File: src/rtl/dfc_pkg.sv
package dfc_pkg;
  typedef enum logic [1:0] {
    KIND_ARITH = 2'd0,
    KIND_XOR   = 2'd1,
    KIND_AND   = 2'd2
  } cmp_kind_e;

  // opcode values are decoded from the instruction, keep them fixed
  localparam logic [3:0] OP_AND = 4'd0;
  localparam logic [3:0] OP_EOR = 4'd1;
  localparam logic [3:0] OP_SUB = 4'd2;
  localparam logic [3:0] OP_RSB = 4'd3;
  localparam logic [3:0] OP_ADD = 4'd4;
  localparam logic [3:0] OP_ADC = 4'd5;
  localparam logic [3:0] OP_SBC = 4'd6;
  localparam logic [3:0] OP_RSC = 4'd7;
  localparam logic [3:0] OP_TST = 4'd8;
  localparam logic [3:0] OP_TEQ = 4'd9;
  localparam logic [3:0] OP_CMP = 4'd10;
  localparam logic [3:0] OP_CMN = 4'd11;
  localparam logic [3:0] OP_ORR = 4'd12;
  localparam logic [3:0] OP_MOV = 4'd13;
  localparam logic [3:0] OP_BIC = 4'd14;
  localparam logic [3:0] OP_MVN = 4'd15;

  localparam int COND_W = 4;
endpackage

File: src/rtl/dfc_capture.sv
module dfc_capture
  import dfc_pkg::*;
#(
  parameter int DATA_W = 32
) (
  input  logic              clk_i,
  input  logic              rst_ni,
  input  logic              upd_valid_i,
  input  logic [3:0]        upd_op_i,
  input  logic [DATA_W-1:0] upd_op1_i,
  input  logic [DATA_W-1:0] upd_op2_i,
  input  logic [DATA_W-1:0] upd_res_i,
  output logic [DATA_W-1:0] cc_a_o,
  output logic [DATA_W-1:0] cc_b_o,
  output cmp_kind_e         kind_o,
  output logic              bad_op_o
);
  logic [DATA_W-1:0] nxt_a, nxt_b;
  cmp_kind_e         nxt_kind;
  logic              load;

  always_comb begin
    nxt_a    = upd_op1_i;
    nxt_b    = upd_op2_i;
    nxt_kind = KIND_ARITH;
    load     = upd_valid_i;
    bad_op_o = 1'b0;
    unique case (upd_op_i)
      OP_SUB, OP_CMP: ;
      OP_RSB: begin
        nxt_a = upd_op2_i;
        nxt_b = upd_op1_i;
      end
      OP_ADD: begin
        nxt_a = upd_op2_i;
        nxt_b = -upd_op1_i;
      end
      OP_CMN: nxt_b = -upd_op2_i;
      OP_TST: nxt_kind = KIND_AND;
      OP_TEQ: nxt_kind = KIND_XOR;
      OP_ADC, OP_SBC, OP_RSC: begin
        load     = 1'b0;
        bad_op_o = upd_valid_i;
      end
      default: begin // logical ops, move and move-not
        nxt_a = upd_res_i;
        nxt_b = '0;
      end
    endcase
  end

  always_ff @(posedge clk_i or negedge rst_ni) begin
    if (!rst_ni) begin
      cc_a_o <= '0;
      cc_b_o <= '0;
      kind_o <= KIND_ARITH;
    end else if (load) begin
      cc_a_o <= nxt_a;
      cc_b_o <= nxt_b;
      kind_o <= nxt_kind;
    end
  end
endmodule

File: src/rtl/dfc_eval.sv
module dfc_eval
  import dfc_pkg::*;
#(
  parameter int DATA_W = 32
) (
  input  logic [COND_W-1:0] cond_i,
  input  logic [DATA_W-1:0] cc_a_i,
  input  logic [DATA_W-1:0] cc_b_i,
  input  cmp_kind_e         kind_i,
  output logic              exec_o,
  output logic              trap_o
);
  localparam int MSB = DATA_W - 1;

  logic [DATA_W-1:0] diff, tval;
  logic eq, ltu, lts, dneg, tzero, tneg;

  assign diff  = cc_a_i - cc_b_i;
  assign eq    = (cc_a_i == cc_b_i);
  assign ltu   = (cc_a_i < cc_b_i);
  assign lts   = ($signed(cc_a_i) < $signed(cc_b_i));
  assign dneg  = diff[MSB];
  assign tval  = (kind_i == KIND_XOR) ? (cc_a_i ^ cc_b_i) : (cc_a_i & cc_b_i);
  assign tzero = (tval == '0);
  assign tneg  = tval[MSB];

  always_comb begin
    exec_o = 1'b0;
    trap_o = 1'b0;
    if (cond_i == 4'd14) begin
      exec_o = 1'b1;
    end else if (cond_i == 4'd15) begin
      exec_o = 1'b0;
    end else if (kind_i == KIND_ARITH) begin
      case (cond_i)
        4'd0:    exec_o = eq;
        4'd1:    exec_o = !eq;
        4'd2:    exec_o = !ltu;
        4'd3:    exec_o = ltu;
        4'd4:    exec_o = dneg;
        4'd5:    exec_o = !dneg;
        4'd8:    exec_o = !ltu && !eq;
        4'd9:    exec_o = ltu || eq;
        4'd10:   exec_o = !lts;
        4'd11:   exec_o = lts;
        4'd12:   exec_o = !lts && !eq;
        4'd13:   exec_o = lts || eq;
        default: trap_o = 1'b1; // overflow codes
      endcase
    end else begin
      case (cond_i)
        4'd0:    exec_o = tzero;
        4'd1:    exec_o = !tzero;
        4'd4:    exec_o = tneg;
        4'd5:    exec_o = !tneg;
        default: trap_o = 1'b1;
      endcase
    end
  end
endmodule

File: src/rtl/dfc_cond_unit.sv
module dfc_cond_unit
  import dfc_pkg::*;
#(
  parameter int DATA_W   = 32,
  parameter int INSTR_W  = 32,
  parameter int COND_LSB = 28
) (
  input  logic               clk_i,
  input  logic               rst_ni,
  input  logic [INSTR_W-1:0] instr_i,
  input  logic               upd_valid_i,
  input  logic [3:0]         upd_op_i,
  input  logic [DATA_W-1:0]  upd_op1_i,
  input  logic [DATA_W-1:0]  upd_op2_i,
  input  logic [DATA_W-1:0]  upd_res_i,
  output logic               exec_o,
  output logic               trap_o,
  output logic               upd_trap_o
);
  logic [COND_W-1:0] cond;
  logic [DATA_W-1:0] cc_a, cc_b;
  cmp_kind_e         kind;
  logic              instr_unused;

  assign cond         = instr_i[COND_LSB +: COND_W];
  assign instr_unused = ^instr_i[COND_LSB-1:0];

  dfc_capture #(.DATA_W(DATA_W)) u_capture (
    .clk_i       (clk_i),
    .rst_ni      (rst_ni),
    .upd_valid_i (upd_valid_i),
    .upd_op_i    (upd_op_i),
    .upd_op1_i   (upd_op1_i),
    .upd_op2_i   (upd_op2_i),
    .upd_res_i   (upd_res_i),
    .cc_a_o      (cc_a),
    .cc_b_o      (cc_b),
    .kind_o      (kind),
    .bad_op_o    (upd_trap_o)
  );

  dfc_eval #(.DATA_W(DATA_W)) u_eval (
    .cond_i (cond),
    .cc_a_i (cc_a),
    .cc_b_i (cc_b),
    .kind_i (kind),
    .exec_o (exec_o),
    .trap_o (trap_o)
  );
endmodule

File: config.mk
export PLATFORM = sky130hd
export DESIGN_NAME = dfc_cond_unit
export DESIGN_NICKNAME = d
export VERILOG_FILES = /design/src/rtl/dfc_pkg.sv /design/src/rtl/dfc_capture.sv /design/src/rtl/dfc_eval.sv /design/src/rtl/dfc_cond_unit.sv
export SDC_FILE = /design/constraint.sdc
export NUM_CORES = 1
export LEC_CHECK = 0
export CORE_MARGIN = 2
export CORE_UTILIZATION = 55
export CTS_BUF_LIST = sky130_fd_sc_hd__clkbuf_8
export CTS_CLUSTER_DIAMETER = 150
export DETAILED_ROUTE_END_ITERATION = 8
export DONT_BUFFER_PORTS = 1
export PLACE_DENSITY = 0.7
export SYNTH_ARGS = -nofsm -noshare
export SYNTH_HDL_FRONTEND = slang
export SYNTH_SLANG_ARGS = --single-unit
File: constraint.sdc
create_clock -name clk_i -period 4.7 [get_ports clk_i]
set_input_delay 0.235 -clock clk_i [delete_from_list [all_inputs] [get_ports clk_i]]
set_output_delay 0.235 -clock clk_i [all_outputs]
set_load 0.01 [all_outputs]
# [Word-level counts from Yosys, hierarchy flattened]
# Cells that the tools add are included.
[word_totals] reg_bits=66 input_bits=135 out_inout_bits=3 wordCells=70
[classes] add_sub_neg=3 order_cmp=2 eq_ne=25 mux=16 n_bitwise=2 n_reduce_logical=19
[ops] operator="$pmux 32 s4" n=1
[ops] operator="$lt 32x32->1" n=2
[ops] operator="$neg 32->32" n=2
[ops] operator="$pmux 32 s2" n=1
[ops] operator="$eq 4x4->1 const B" n=12
[ops] operator="$and 32x32->32" n=1
[ops] operator="$eq 32x32->1" n=1
[ops] operator="$logic_not 32->1" n=1
[ops] operator="$mux 32" n=1
[ops] operator="$sub 32x32->32" n=1
[ops] operator="$xor 32x32->32" n=1
[ops] operator="$eq 4x3->1 const B" n=6
[ops] operator="$eq 4x2->1 const B" n=4
[ops] operator="$pmux 1 s12" n=1
[ops] operator="$reduce_or 12->1" n=1
[ops] operator="$mux 1" n=10
[ops] operator="$reduce_or 8->1" n=1
[ops] operator="$reduce_or 7->1" n=1
[ops] operator="$logic_not 1->1" n=6
[ops] operator="$eq 4x1->1 const B" n=1
[ops] operator="$logic_not 4->1" n=1
[ops] operator="$pmux 1 s4" n=1
[ops] operator="$pmux 2 s2" n=1
[ops] operator="$reduce_or 4->1" n=1
[ops] operator="other kinds (6)" n=8

# [Logic depth before layout (Yosys ltp)]
[depth] word_depth=8 mapped_depth=11 mapped_depth_nobuf=10

# [Cells and area by module]
# Synthesis repeated with hierarchy kept, for this count alone.
[unflattened] hier_cells=837 hier_area_um2=6558.8
[modules_own_cells] module="dfc_capture" instances=1 cells_each=605 area_per_inst_um2=4822.1
[modules_own_cells] module="dfc_eval" instances=1 cells_each=232 area_per_inst_um2=1736.7

# [Worst setup path after synthesis]
# OpenSTA, ideal clock, no wires.
[synth_timing] path_type="input to register" start="input upd_op2_i[1]" end="register u_capture.cc_b_o[24]" setup_ps=129 arrival_time_ps=2607 t_required_ps=4571 path_slack_ps=1963 stages=10 cell_sequence="inv_1 -> ha_1 -> or3b_4 -> or4_1 -> buf_2 -> nor3_2 -> or3b_1 -> or3_1 -> a221oi_1 -> o21ai_1"
[synth_between] elab_chain_len=2
[synth_rtl] item="start: declaration" line_no="dfc_cond_unit.sv:14" rtl="input logic [DATA_W-1:0] upd_op2_i,"
[synth_rtl] item="$neg 32->32" line_no="dfc_capture.sv:38" rtl="OP_CMN: nxt_b = -upd_op2_i;"
[synth_rtl] item="$pmux 32 s4" line_no="dfc_capture.sv:28" rtl="unique case (upd_op_i)"
[synth_rtl] item="end signal: assignment" line_no="dfc_capture.sv:59" rtl="cc_b_o <= nxt_b;"
[synth_rtl] item="end: declaration" line_no="dfc_capture.sv:14" rtl="output logic [DATA_W-1:0] cc_b_o,"
# No other way between the ends.
# A chain may end at the register's enable or synchronous reset.

# [Worst setup path in the final report]
[layout_timing] start="register u_capture.cc_a_o[30]" end="output exec_o"
[layout_between] elab_chain_len=8 elab_cells_between_ends=22
[layout_rtl] item="start: declaration" line_no="dfc_capture.sv:13" rtl="output logic [DATA_W-1:0] cc_a_o,"
[layout_rtl] item="start signal: assignment" line_no="dfc_capture.sv:58" rtl="cc_a_o <= nxt_a;"
[layout_rtl] item="parallel branches: the longest is 5 deep, another holds $lt 32x32->1"
[layout_rtl] item="$mux 1 *" line_no="dfc_eval.sv:34" rtl="end else if (kind_i == KIND_ARITH) begin"
[layout_rtl] item="$mux 1 *" line_no="dfc_eval.sv:32" rtl="end else if (cond_i == 4'd15) begin"
[layout_rtl] item="$mux 1 *" line_no="dfc_eval.sv:30" rtl="if (cond_i == 4'd14) begin"
[layout_rtl] item="end: declaration" line_no="dfc_cond_unit.sv:16" rtl="output logic exec_o,"
# Mark *: on every way between the ends.

==> metrics <==
Post-Synth Adder-Cell Area 13.2%; Detail Placement HPWL 14.8 mm; Layout Cells excl Fill between 900 and 1000; total gr overflow 0; drt total wl between 20 and 25 mm; Port Buffers 0; Worst-Margin Slew 904 ps; Post-synth EDFFs 0; pwr dens 267 nW/µm²; Largest stage delay, worst path 500 ps; Crit Path Class reg2out; area occupied by multi-input gates approximately 4300 µm²; clock buffer depth 2; register area 1650 µm²; first-pass GRT wire length ~33 mm; Seq/Total Area, Yosys a little over a quarter; initial detailed-routing violation count 825; Slew Viols, Final 0; maxcap violations 0; core area 11300 µm²; largest cells by area after synthesis dfrtp_1, ha_1, o21ai_0; # diodes 0; cts repair resizes 0; H-tree level count 3; Fillers 1041; Post-Syn Nets between 1000 and 1500; Compound-Gate Fraction of Synth Area 28.6%; antenna viol nets, final 0; Hold Path Class in2reg; post-synthesis xor/xnor area fraction 1.26%; Syn Area/Cell 7.62 µm²; Final nets 1019; synth warn 0; Post-Synthesis Cells around 800; Root Buffer clkbuf_8; Setup TNS 0 ps; Setup-failing EPs final 0; critical path data required time 4470 ps; Vias approximately 6800; CTS tree yes; cells along the critical path ha_1, nand4_1, o41ai_1, o41ai_1, a31oi_1, mux2i_1, a31oi_1, o22a_1, o21ai_0; post-synth top area share 26.3%; post-layout minimum cycle time 3550 ps; Area Overhead vs Synth 8.07%; Setup crit end kind output port; die width 111 µm; worst-path fanout max 4; Routed WL per cell 21.4 µm; GP Congestion 0.966; Peak VDD IR 0.000199 V; DRC 0; die area about 12000 µm²; placed cell count between 900 and 1000; ys flop type dfrtp_1; Post-Syn Area ~6300 µm²; #FFs+latches synth 66; Initial DRT Pass Iterations 9; largest net degree at the start of global routing 67; CP Launch Type flop; Die Y between 100 and 150 µm; layout cells sized above 1 5.22%; final hold violations 0; FMAX roughly 0.28 GHz; clock sinks between 60 and 70; Rel. slew slack between 30% and 40%; Clk Latency, worst-skew pair 370 ps; GRT Total Usage about 33%; Reg clk slew, reported paths ~70 ps; Arrival @ worst endpoint 3310 ps; mux contribution to synthesized area 0.159%; status finished clean; asr flop ratio synth 100%; Starting Density 55.7%; area leader, netlist dfrtp_1; cts bufs inserted 9; initial antenna violation count 0; row count 39; Clock Skews 0 ps; LEAKAGE between 2 and 3 nW; DR vias/cell 7.02; Critical Path Slowest Stage Cell o41ai_1; number of global-route vias before repair 6422; main combinational cell family by area after synthesis compound AO/OA/AOI/OAI gates; post-synth cell types 60; io pins 138; crit share post-route 75.5%; unrepaired setup endpoints after global routing no; Post-Synth Simple-Gate Area between 20 and 25%
final cells by class:
class,count,area share (%)
multi-input combinational,666,63.4
tap,143,2.64
clock inverter,4,0.258
inverter,43,2.38
sequential,66,24.3
timing repair buffer,32,4.50
clock buffer,12,2.43
cell usage after synthesis (all sizes together) (9+ instances only):
cell     n
a21oi   52
a221oi  33
a222oi  10
a22oi    9
a31oi   14
clkbuf  42
dfrtp   66
ha      66
inv     43
nand2   76
nand3   24
nand4   19
nor2    74
nor3    43
nor4    18
o21ai   92
o22ai   17
o31ai   10
or3     12
or4     10
critical path: cells and delay by family (launching register included):
kind | cells | cell delay (ps)
AO/OA/AOI/OAI | 6 | 1640
flip-flops | 1 | 410
adder cells (fa/ha/maj) | 1 | 330
AND/OR/NAND/NOR | 1 | 300
multiplexers | 1 | 270
registers in the layout, summed over array words and instances (netlist names):
signal	count
u_capture.cc_a_o	32
u_capture.cc_b_o	32
u_capture.kind_o	2
metrics by stage:
stage	util, %	power (mW)	setup WS, ps	hold WS, ps	area, µm²
finish	60.2	1.81	1150	16.8	6780
global route	60.2	1.92	845	25.0	6780
detailed placement	56.7	1.32	1550	-57.3	6390
global placement	56.7	1.29	1630	-57.5	6390
floorplan	-	1.16	1960	-60.6	6280
CTS	60.2	1.81	1150	9.09	6780
repair_timing:
item | in CTS | in global routing
buffers inserted | 0 | 0
hold buffers | 19 | 0
hold endpoints to repair | 83 | 0
placed cells by master, fill, tap and decap left out, drive strengths merged, types with 3 or more instances in the layout:
master       Yosys  layout
dlygate4sd3      0      18
o211ai           3       3
o21ai           92      92
nor3b            3       3
a22oi            9       9
nand3           24      24
nor2            74      74
a21oi           52      52
clkbuf          42      12
a21o             3       3
or2              4       4
nor2b            6       6
buf              7      14
a32o             3       3
inv             43      45
a222oi          10      10
nand4           19      19
or3             12      12
a31oi           14      14
o31ai           10      10
nor3            43      43
o311a            4       4
xor2             4       4
ha              66      66
nor4b            5       5
a211oi           7       7
a221oi          33      33
nor4            18      18
nand2           76      76
and3             3       3
or4             10      10
and2             5       5
dfrtp           66      66
xnor2            5       5
a2111oi          4       4
nand2b           5       5
o22ai           17      17
cells by family (layout without fill, tap and decap cells):
| group | count (synthesis) | in the layout |
|---|---|---|
| buffers and inverters | 92 | 91 |
| muxes | 1 | 1 |
| and+or+nand+nor | 313 | 313 |
| AOI/OAI and AO/OA | 277 | 277 |
| adders and majority gates | 66 | 66 |
| xor gates and xnor gates | 9 | 9 |
| DFF | 66 | 66 |
per-layer routing:
| metal | routed length, µm | part of all wire [%] | global-route usage [%] | vias to the layer above |
|---|---|---|---|---|
| met3 | 2270 | 11 | 6.78 | 48 |
| met5 | 0 | 0 | 0 | - |
| met4 | 454 | 2.2 | 11.4 | 0 |
| met1 | 8270 | 40 | 43.2 | 3208 |
| li1 | - | - | - | 3112 |
| met2 | 9650 | 47 | 55.3 | 416 |
power by group:
group	total, mW	leakage, nW	internal, mW	switching (mW)
clock	0.463	0.105	0.229	0.234
combinational	0.627	1.78	0.255	0.372
sequential	0.722	0.795	0.651	0.0708
final timing paths:
check / depth (start not counted) / endpoint / from / slack, ps
min reg2reg: 2 / u_capture.cc_b_o[15] / u_capture.cc_b_o[15] / 520
min in group asynchronous: 2 / u_capture.kind_o[0] / rst_ni / 410
max in group asynchronous: 2 / u_capture.cc_b_o[28] / rst_ni / 4000
min: 2 / u_capture.cc_a_o[8] / upd_op1_i[8] / 20
max reg2reg: 3 / u_capture.kind_o[0] / u_capture.kind_o[0] / 3800
max: 9 / exec_o / u_capture.cc_a_o[30] / 1150
(Power assumes the default switching activity.)
